File: config.mk
export PLATFORM = sky130hd
export DESIGN_NAME = pixel_bus_packer
export DESIGN_NICKNAME = d
export VERILOG_FILES = /design/src/rtl/pxpk_pkg.sv /design/src/rtl/fmt_decode.sv /design/src/rtl/xfer_ctrl.sv /design/src/rtl/bit_packer.sv /design/src/rtl/pixel_bus_packer.sv
export SDC_FILE = /design/constraint.sdc
export NUM_CORES = 1
export LEC_CHECK = 0
export ABC_CLOCK_PERIOD_IN_PS = 3850
export CAP_MARGIN = 5
export CORE_MARGIN = 5
export CORE_UTILIZATION = 45
export CTS_BUF_LIST = sky130_fd_sc_hd__clkbuf_8
export DETAILED_ROUTE_END_ITERATION = 8
export MAX_ROUTING_LAYER = met4
export PLACE_DENSITY = 0.62
export SETUP_SLACK_MARGIN = 0.5
export SKIP_LAST_GASP = 1
export SLEW_MARGIN = 30
export SYNTH_ARGS = -nofsm -noshare
export SYNTH_HDL_FRONTEND = slang
export SYNTH_SLANG_ARGS = --single-unit
File: constraint.sdc
create_clock -name clk -period 3.85 [get_ports clk]
set_input_delay 0.5775 -clock clk [delete_from_list [all_inputs] [get_ports clk]]
set_output_delay 0.5775 -clock clk [all_outputs]
set_load 0.02 [all_outputs]
File: src/rtl/pxpk_pkg.sv
package pxpk_pkg;
    // Widest pixel and widest bus the codes can select.
    localparam int PIX_MAX = 24;
    localparam int BUS_MAX = 16;
    // Accumulator holds a partial word plus one whole pixel.
    localparam int ACC_W   = 2 * PIX_MAX;
    localparam int FILL_W  = $clog2(ACC_W + 1);

    typedef enum logic [1:0] {
        FMT_ONE   = 2'd0,
        FMT_TWO   = 2'd1,
        FMT_THREE = 2'd2,
        FMT_3FOR2 = 2'd3
    } cyc_fmt_e;
endpackage

File: src/rtl/fmt_decode.sv
// fmt_decode: turns size and width codes into bit counts and a cycle format.
// Assumes the code tables of the brief; flags pairs that fit no format.
module fmt_decode
    import pxpk_pkg::*;
(
    input  logic [1:0]        size_code,
    input  logic [1:0]        width_code,
    output cyc_fmt_e          fmt,
    output logic              fmt_ok,
    output logic [FILL_W-1:0] pix_bits,
    output logic [FILL_W-1:0] line_bits
);
    logic [FILL_W+1:0] p_x, l_x;

    // Code to bit count lookup.
    always_comb begin
        case (size_code)
            2'd0:    pix_bits = FILL_W'(12);
            2'd1:    pix_bits = FILL_W'(16);
            2'd2:    pix_bits = FILL_W'(18);
            default: pix_bits = FILL_W'(24);
        endcase
        case (width_code)
            2'd0:    line_bits = FILL_W'(8);
            2'd1:    line_bits = FILL_W'(9);
            2'd2:    line_bits = FILL_W'(12);
            default: line_bits = FILL_W'(16);
        endcase
    end

    assign p_x = {2'b00, pix_bits};
    assign l_x = {2'b00, line_bits};

    // Ratio test picks the format.
    always_comb begin
        fmt_ok = 1'b1;
        if (p_x == l_x)                fmt = FMT_ONE;
        else if (p_x == (l_x << 1))    fmt = FMT_TWO;
        else if (p_x == l_x * 3)       fmt = FMT_THREE;
        else if ((p_x << 1) == l_x * 3) fmt = FMT_3FOR2;
        else begin
            fmt    = FMT_ONE;
            fmt_ok = 1'b0;
        end
    end
endmodule

File: src/rtl/xfer_ctrl.sv
// xfer_ctrl: arms a frame on start, captures the configuration, counts
// pixels down and ends the frame with a single done pulse.
// Assumes last_word is only asserted on a real final word handshake.
module xfer_ctrl
    import pxpk_pkg::*;
#(
    parameter int CNT_W = 16
) (
    input  logic             clk,
    input  logic             rst_n,
    input  logic             start,
    input  logic             cfg_ok,
    input  logic [1:0]       size_in,
    input  logic [1:0]       width_in,
    input  logic [CNT_W-1:0] count_in,
    input  logic             pix_fire,
    input  logic             last_word,
    output logic             busy,
    output logic             done,
    output logic             more_pix,
    output logic             arm,
    output logic [1:0]       size_q,
    output logic [1:0]       width_q
);
    logic [CNT_W-1:0] left_q;

    assign arm      = start && !busy && cfg_ok && (count_in != '0);
    assign more_pix = (left_q != '0);

    // Busy flag and done pulse.
    always_ff @(posedge clk) begin
        if (!rst_n) begin
            busy <= 1'b0;
            done <= 1'b0;
        end else begin
            done <= 1'b0;
            if (arm) begin
                busy <= 1'b1;
            end else if (busy && last_word) begin
                busy <= 1'b0;
                done <= 1'b1;
            end
        end
    end

    // Configuration capture and remaining pixel count.
    always_ff @(posedge clk) begin
        if (!rst_n) begin
            left_q  <= '0;
            size_q  <= '0;
            width_q <= '0;
        end else if (arm) begin
            left_q  <= count_in;
            size_q  <= size_in;
            width_q <= width_in;
        end else if (pix_fire) begin
            left_q  <= left_q - 1'b1;
        end
    end

    p_done_pulse_r7: assert property (@(posedge clk) disable iff (!rst_n)
        done |=> !done);
    p_done_idle_r7: assert property (@(posedge clk) disable iff (!rst_n)
        done |-> !busy);
    p_restart_ignored_r10: assert property (@(posedge clk) disable iff (!rst_n)
        (busy && start && !last_word) |=> (busy && $stable(size_q) && $stable(width_q)));
    p_zero_count_r11: assert property (@(posedge clk) disable iff (!rst_n)
        (!busy && start && count_in == '0) |=> !busy);
    p_bad_pair_r2: assert property (@(posedge clk) disable iff (!rst_n)
        (!busy && start && !cfg_ok) |=> !busy);
endmodule

File: src/rtl/bit_packer.sv
// bit_packer: left-aligned bit accumulator. Pixels are appended below the
// bits already held; words are taken from the top, L bits at a time.
// Assumes pix_bits and line_bits stay fixed while active is high.
module bit_packer
    import pxpk_pkg::*;
(
    input  logic                clk,
    input  logic                rst_n,
    input  logic                clear,
    input  logic                active,
    input  logic                more_pix,
    input  logic [FILL_W-1:0]   pix_bits,
    input  logic [FILL_W-1:0]   line_bits,
    input  logic                in_valid,
    output logic                in_ready,
    input  logic [PIX_MAX-1:0]  in_pix,
    output logic                out_valid,
    input  logic                out_ready,
    output logic [BUS_MAX-1:0]  out_word,
    output logic                last_word
);
    logic [ACC_W-1:0]   acc;
    logic [FILL_W-1:0]  fill;
    logic [PIX_MAX-1:0] pmask, masked;
    logic [ACC_W-1:0]   aligned, insert;
    logic [BUS_MAX-1:0] top_bits;
    logic               in_fire, out_fire;

    // Pixel masking and placement under the held bits.
    always_comb begin
        pmask   = {PIX_MAX{1'b1}} >> (FILL_W'(PIX_MAX) - pix_bits);
        masked  = in_pix & pmask;
        aligned = {masked, {PIX_MAX{1'b0}}} << (FILL_W'(PIX_MAX) - pix_bits);
        insert  = aligned >> fill;
    end

    assign top_bits  = acc[ACC_W-1 -: BUS_MAX];
    assign out_word  = out_valid ? (top_bits >> (FILL_W'(BUS_MAX) - line_bits)) : '0;
    assign in_ready  = active && more_pix && (fill < line_bits);
    assign out_valid = active && ((fill >= line_bits) || (!more_pix && fill != '0));
    assign last_word = out_fire && !more_pix && (fill <= line_bits);
    assign in_fire   = in_valid && in_ready;
    assign out_fire  = out_valid && out_ready;

    // Accumulator update: append a pixel or retire a word.
    always_ff @(posedge clk) begin
        if (!rst_n || clear) begin
            acc  <= '0;
            fill <= '0;
        end else if (in_fire) begin
            acc  <= acc | insert;
            fill <= fill + pix_bits;
        end else if (out_fire) begin
            acc  <= acc << line_bits;
            fill <= (fill > line_bits) ? (fill - line_bits) : '0;
        end
    end

    p_stall_hold_r8: assert property (@(posedge clk) disable iff (!rst_n)
        (out_valid && !out_ready) |=> (out_valid && $stable(out_word)));
    p_tail_empty_r5: assert property (@(posedge clk) disable iff (!rst_n)
        last_word |=> !out_valid);
    p_fill_cap_r8: assert property (@(posedge clk) disable iff (!rst_n)
        in_fire |=> (fill <= FILL_W'(BUS_MAX + PIX_MAX)));
endmodule

File: src/rtl/pixel_bus_packer.sv
// pixel_bus_packer: top level. Decodes the live configuration to vet a
// start, decodes the captured configuration to drive the datapath, and
// joins the controller and the accumulator.
// Assumes pixels arrive right-aligned on pix_data.
module pixel_bus_packer
    import pxpk_pkg::*;
#(
    parameter int CNT_W = 16
) (
    input  logic               clk,
    input  logic               rst_n,
    input  logic [1:0]         cfg_pix_size,
    input  logic [1:0]         cfg_bus_width,
    input  logic [CNT_W-1:0]   cfg_pix_count,
    input  logic               xfer_start,
    output logic               xfer_busy,
    output logic [1:0]         xfer_fmt,
    output logic               frame_done,
    input  logic               pix_valid,
    output logic               pix_ready,
    input  logic [PIX_MAX-1:0] pix_data,
    output logic               bus_valid,
    input  logic               bus_ready,
    output logic [BUS_MAX-1:0] bus_word,
    output logic               bus_is_data
);
    cyc_fmt_e          live_fmt, run_fmt;
    logic              live_ok, run_ok;
    logic [FILL_W-1:0] live_p, live_l, run_p, run_l;
    logic [1:0]        size_q, width_q;
    logic              more_pix, arm, last_word;

    fmt_decode u_live_dec (
        .size_code(cfg_pix_size), .width_code(cfg_bus_width),
        .fmt(live_fmt), .fmt_ok(live_ok), .pix_bits(live_p), .line_bits(live_l)
    );

    fmt_decode u_run_dec (
        .size_code(size_q), .width_code(width_q),
        .fmt(run_fmt), .fmt_ok(run_ok), .pix_bits(run_p), .line_bits(run_l)
    );

    xfer_ctrl #(.CNT_W(CNT_W)) u_ctrl (
        .clk(clk), .rst_n(rst_n), .start(xfer_start), .cfg_ok(live_ok),
        .size_in(cfg_pix_size), .width_in(cfg_bus_width), .count_in(cfg_pix_count),
        .pix_fire(pix_valid && pix_ready), .last_word(last_word),
        .busy(xfer_busy), .done(frame_done), .more_pix(more_pix), .arm(arm),
        .size_q(size_q), .width_q(width_q)
    );

    bit_packer u_pack (
        .clk(clk), .rst_n(rst_n), .clear(arm), .active(xfer_busy && run_ok),
        .more_pix(more_pix), .pix_bits(run_p), .line_bits(run_l),
        .in_valid(pix_valid), .in_ready(pix_ready), .in_pix(pix_data),
        .out_valid(bus_valid), .out_ready(bus_ready), .out_word(bus_word),
        .last_word(last_word)
    );

    assign xfer_fmt    = run_fmt;
    assign bus_is_data = bus_valid;

    p_idle_quiet_r12: assert property (@(posedge clk) disable iff (!rst_n)
        !xfer_busy |-> (!pix_ready && !bus_valid));
    p_start_busy_r1: assert property (@(posedge clk) disable iff (!rst_n)
        arm |=> xfer_busy);
    p_live_p_used_r1: assert property (@(posedge clk) disable iff (!rst_n)
        arm |=> (run_p == $past(live_p) && run_l == $past(live_l)));
endmodule

==> results of run 1 <==
routing by layer:
metal  share of wire, %  GRT usage [%]  vias to the layer above
met3                8.2           4.72                       77
met1                 44           40.3                     5022
met4                3.1           9.92                        0
li1                   -              -                     4825
met5                  0              -                        -
met2                 45           45.1                      514
power by group:
part / internal, uW / total, uW / switching, uW
Clock: 370 / 726 / 356
Sequential: 826 / 878 / 51.7
Combinational: 607 / 1550 / 946
Total: 1800 / 3160 / 1350
critical path: stages, from the launching register on:
cell     delay [ns]
dfxtp_4        0.37
buf_4          0.14
ha_4           0.18
buf_4          0.17
nor4_1         0.36
a22oi_1        0.14
and2_1         0.22
a21oi_4        0.21
nand2_4        0.11
nor2_4         0.18
and3_4         0.20
buf_4          0.13
stage by stage:
stage	util, %	cells	worst slack (ns)	instance area [um^2]
after floorplan	-	1246	0.506	9430
after global placement	51.3	1543	0.142	10400
after detailed placement	51.3	1543	0.0475	10400
after CTS	53.3	1566	0.437	10900
after global routing	54.1	1568	0.411	11000
final	54.1	1568	0.475	11000
registers in the layout, summed over array words and instances, names as in the netlist:
signal / cells
u_ctrl.busy: 1
u_ctrl.done: 1
u_ctrl.left_q: 16
u_ctrl.size_q: 2
u_ctrl.width_q: 2
u_pack.acc: 48
u_pack.fill: 6
cells in the mapped netlist (all sizes together) (13+ instances only):
master  number  share of area [%]
nor3        44                2.4
nand3       37                2.0
nor2        98                4.1
nor4        16                1.1
a31oi       28                1.9
dfxtp       76                 16
inv         38                1.5
ha          25                3.3
buf         52                3.4
a21oi       87                4.7
clkbuf      51                2.1
nand2b      19                1.3
a22oi       14                1.2
nand2      151                6.1
mux2        29                3.6
and2        13               0.87
mux4        24                5.8
o21ai       61                3.3
o22ai       25                1.7
a211oi      29                2.4
mux2i       88                9.4
what timing repair did:
item / CTS / global route
hold endpoints to repair: 0 / 0
cloned: 0 / 0
gates resized for setup: 119 / 39
pin swaps: 10 / 9
buffers inserted: 7 / 2
endpoints found under the setup margin: 29 / 52
area by class of cell:
cell class / instances / area, um^2 / area share (%)
Clock inverter: 7 / 98.8 / 0.897
Tap cell: 270 / 338 / 3.06
Sequential cell: 76 / 1530 / 13.9
Clock buffer: 9 / 124 / 1.12
Timing Repair Buffer: 139 / 1250 / 11.3
Inverter: 39 / 149 / 1.35
Multi-Input combinational cell: 1028 / 7540 / 68.4
path summary, 6_finish.rpt:
check,from,end,depth (start not counted)
setup / recovery,u_ctrl.width_q[0],bus_word[13],11
hold / removal,u_ctrl.size_q[1],u_ctrl.size_q[1],2
setup reg to reg,u_ctrl.size_q[0],u_pack.acc[29],11
hold reg to reg,u_ctrl.size_q[1],u_ctrl.size_q[1],2
kinds of logic (layout without fill, tap and decap cells):
family	after synthesis	after routing
XOR/XNOR	11	11
AO/OA/AOI/OAI	388	388
multiplexers	141	141
flip-flops	76	76
buffers and inverters	142	194
AND/OR/NAND/NOR	462	462
adder cells (fa/ha/maj)	26	26
==> results.cfg, run 1 <==
[die]
core_um2 = 20400
initial_utilization_pct = 46.1
die_x_um = 154
placementRows = 52
dieArea_um2 = 23800
dieHeight_um = 154
boundaryPins = 72

[placed_design]
place_congestion = 0.972
port_buffers = 71
dp_hpwl_um = 26700

[job]
cap_violations = 0

[worst_hold_path]
hp-class = register to register

[synth]
ys_ff_latch = 76
synth_compound_area_share_pct = 29.1
synthArstFlopShare_pct = 0
synth_edf_count = 0
yosysSeqAreaShare_pct = 16.2
synth-xor-area-share_pct = 1.03
syn_inst = 1246
synth_mux_area_share_pct = 18.7
syn_area_um2 = 9380
synth-main-ff-cell = dfxtp_1
yosys_warnings = 0
syn_area_per_cell_um2 = 7.53
synthAdderAreaFrac_pct = 3.55
synth_top_family_by_area = compound AO/OA/AOI/OAI gates
synthSimpleGateAreaFrac_pct = 24.4
synthesis.nets = 1321
synth.distinct_cells = 107

[global_routing]
grt_max_degree = 59
grt_pass1_wl_um = 55700
grt_use_total_pct = 29.7
grt_pass1_vias = 9642
antenna_found_initial = 0
overflow = 0

[cells_and_area]
final_common_cell = nand2_1
drive_above_1_share_pct = 18.9
fill_cells = 1975
antennaDiodeCount = 0
final_cell_mix = 148 x nand2_1, 88 x nor2_1, 86 x mux2i_1, 82 x a21oi_1, 72 x dfxtp_1
area_growth_pct = 17.5
nets = 1368

[worst_setup_path]
cp-start-kind = register
rrSetupSlack_ns = 0.57
cp_max_fo = 7
end_kind = output port
cp.required_ns = 3.27
crit_arrival_ns = 2.80
crit_type = register to output port

[clock_network]
clkTransAtPathRegs_ns = 0.08
cts_sinks = 76
clockRootBuffer = clkbuf_8
clk_latency_ns = 0.39
cts_made_buffers = 9
tritoncts = built
holdBufCountCts = 0
htreeDepth = 3
clockBufferDepth = 2

[sta]
fin_crit_ns = 3.38
fmax_ghz = 0.296
maxSlewViolCount = 0
holdWs_ns = 0.498
skew_ns = 0.0192
finalSetupViolCount = 0
rsz0062_at_grt = yes
slew_headroom_pct = 55.6
setup_tns_ns = 0
worst_pin_slew_ns = 0.663
post-route-period-util_pct = 87.7
finalHoldViolCount = 0

[power]
p_leak_uw = 0.00380
peakVddDrop_uv = 165
power_uw = 3160
power.density_nw_per_um2 = 286

[route]
dr.pass1.iters = 6
wl_per_cell_um = 22.6
dr_total_vias = 10400
drtIter0Drc = 1150
wl_um = 35500
drcViolationCount = 0
viasPerCell = 6.66
ant_nets = 0

[outcome]
status = finished, final reports clean
Power figures use the tool's default switching activity.
==> run 2, diff against run 1 <==
--- a/config.mk
+++ b/config.mk
@@ -8,10 +8,12 @@
 export ABC_CLOCK_PERIOD_IN_PS = 3850
 export CAP_MARGIN = 5
+export CELL_PAD_IN_SITES_DETAIL_PLACEMENT = 0
+export CELL_PAD_IN_SITES_GLOBAL_PLACEMENT = 2
 export CORE_MARGIN = 5
-export CORE_UTILIZATION = 45
+export CORE_UTILIZATION = 36
 export CTS_BUF_LIST = sky130_fd_sc_hd__clkbuf_8
 export DETAILED_ROUTE_END_ITERATION = 8
 export MAX_ROUTING_LAYER = met4
-export PLACE_DENSITY = 0.62
+export PLACE_DENSITY = 0.81
 export SETUP_SLACK_MARGIN = 0.5
 export SKIP_LAST_GASP = 1
==> constraint.sdc (replaced) <==
create_clock -name clk -period 3.85 [get_ports clk]
set_input_delay 0.77 -clock clk [delete_from_list [all_inputs] [get_ports clk]]
set_output_delay 0.77 -clock clk [all_outputs]
set_load 0.02 [all_outputs]
==> run 2 against run 1 <==
  * Sequential share of layout area decreased by 0.34 points
  * Wire length increased by 6.1%
  * Fmax is 4.1% lower
  * Critical endpoint is now bus_word[15]
  * Worst setup slack got worse by 0.15 ns
==> results.cfg, run 2 (synthesized netlist as in run 1, its figures left out) <==
[clock_network]
cts_made_buffers = 9
clockRootBuffer = clkbuf_8
tritoncts = built
htreeDepth = 3
clk_latency_ns = 0.38
cts_sinks = 76
clkTransAtPathRegs_ns = 0.09
holdBufCountCts = 0
clockBufferDepth = 2

[cells_and_area]
multi_input_area_um2 = 7520
final-seq-area_um2 = 1530
nets = 1403
antennaDiodeCount = 0
final_cell_mix = 148 x nand2_1, 110 x buf_4, 88 x nor2_1, 88 x mux2i_1, 82 x a21oi_1
largest_reg_flops = 48
final_cells = 1666
area_growth_pct = 20.7
largest_register = u_pack.acc
drive_above_1_share_pct = 21.1
largestRegisters = u_pack.acc: 48 flops, u_ctrl.left_q: 16 flops, u_pack.fill: 6 flops
fill_cells = 2699
design_area_um2 = 11300
final_common_cell = nand2_1

[sta]
finalSetupViolCount = 0
slew_headroom_pct = 51.1
skew_ns = 0.0176
setup_tns_ns = 0
post-route-period-util_pct = 91.4
fin_crit_ns = 3.52
fmax_ghz = 0.284
setup_ws_ns = 0.329
worst_pin_slew_ns = 0.731
finalHoldViolCount = 0
rsz0062_at_grt = yes
maxSlewViolCount = 0

[power]
power.density_nw_per_um2 = 277
peakVddDrop_uv = 155
p_leak_uw = 0.00400
power_uw = 3130

[die]
core_um2 = 25800
dieArea_um2 = 29400
placementRows = 59
die_x_um = 171
dieHeight_um = 171
initial_utilization_pct = 36.3
boundaryPins = 72

[placed_design]
dp_hpwl_um = 28800
port_buffers = 71
place_congestion = 0.929
pre_cts_slack_ns = -0.0975
post-place-cells = 1641
post_dp_cell_area_um2 = 10800

[global_routing]
grt_max_degree = 52
grt_use_total_pct = 25.6
grt_pass1_vias = 9913
grt_pass1_wl_um = 58000
antenna_found_initial = 0
overflow = 0

[worst_setup_path]
startpoint = u_ctrl.width_q[1]
timing.rr.start = u_ctrl.width_q[1]
cp-start-kind = register
cp.required_ns = 3.08
cp_max_fo = 7
rrSetupSlack_ns = 0.52
end_kind = output port
timing.rr.end = u_ctrl.left_q[7]
crit_type = register to output port
reg2reg_depth = 12
endpoint = bus_word[15]
crit_arrival_ns = 2.75

[worst_hold_path]
hp-class = register to register

[outcome]
status = finished, final reports clean

[route]
drcViolationCount = 0
drtIter0Drc = 915
viasPerCell = 6.24
wl_per_cell_um = 22.6
dr_total_vias = 10400
dr.pass1.iters = 5
ant_nets = 0
wl_um = 37600

[job]
cap_violations = 0
-- run 2: worst min-delay path by stage --
stage	startpoint	end	slack, ns	cells after the start
final	u_pack.fill[0]	u_pack.fill[0]	0.50	2
after global routing	u_pack.acc[8]	u_pack.acc[8]	0.53	2
after CTS	u_pack.acc[8]	u_pack.acc[8]	0.50	2
after detailed placement	u_pack.acc[8]	u_pack.acc[8]	0.48	2
after global placement	u_ctrl.width_q[1]	u_ctrl.width_q[1]	0.48	2
after floorplan	u_pack.acc[0]	u_pack.acc[0]	0.46	2
-- run 2: cell type report --
type	instances	area share, %
multi-input cells	1028	66.4
flip-flops and latches	76	13.5
repair buffers	174	13.3
well taps	335	3.70
inverters	39	1.45
clock buffers	10	1.21
clock inverters	4	0.453
-- run 2: worst max-delay path, cell delays in order (launching register included) --
cell	delay (ns)
dfxtp_2	0.35
inv_2	0.07
ha_4	0.16
inv_8	0.03
ha_4	0.23
or2_4	0.24
a2111oi_4	0.36
nor3_4	0.07
a21oi_4	0.20
nand2_4	0.13
nor2_4	0.19
and3_4	0.21
buf_6	0.11
-- run 2: power by group --
part,internal [uW],switching [uW]
Clock,311,336
Sequential,826,50.0
Combinational,643,969
-- run 2: stage by stage --
| stage | util [%] | hold slack, ns |
|---|---|---|
| after floorplan | - | 0.457 |
| after global placement | 41.9 | 0.479 |
| after detailed placement | 41.9 | 0.484 |
| after CTS | 43.3 | 0.499 |
| after global routing | 43.8 | 0.531 |
| final | 43.8 | 0.496 |
-- run 2: what timing repair did --
action                                 CTS  global route
setup endpoints to repair               59            80
pin swaps                               13             4
buffers inserted                         8             3
endpoints found under the hold margin    0             0
gates resized for setup                123            32
-- run 2: per-layer routing --
layer,up-vias,share of wire (%),global-route usage (%)
met2,375,45,38.0
met4,0,3.0,8.51
li1,4885,-,-
met3,65,6.5,4.53
met1,5066,46,35.3
met5,-,0,-
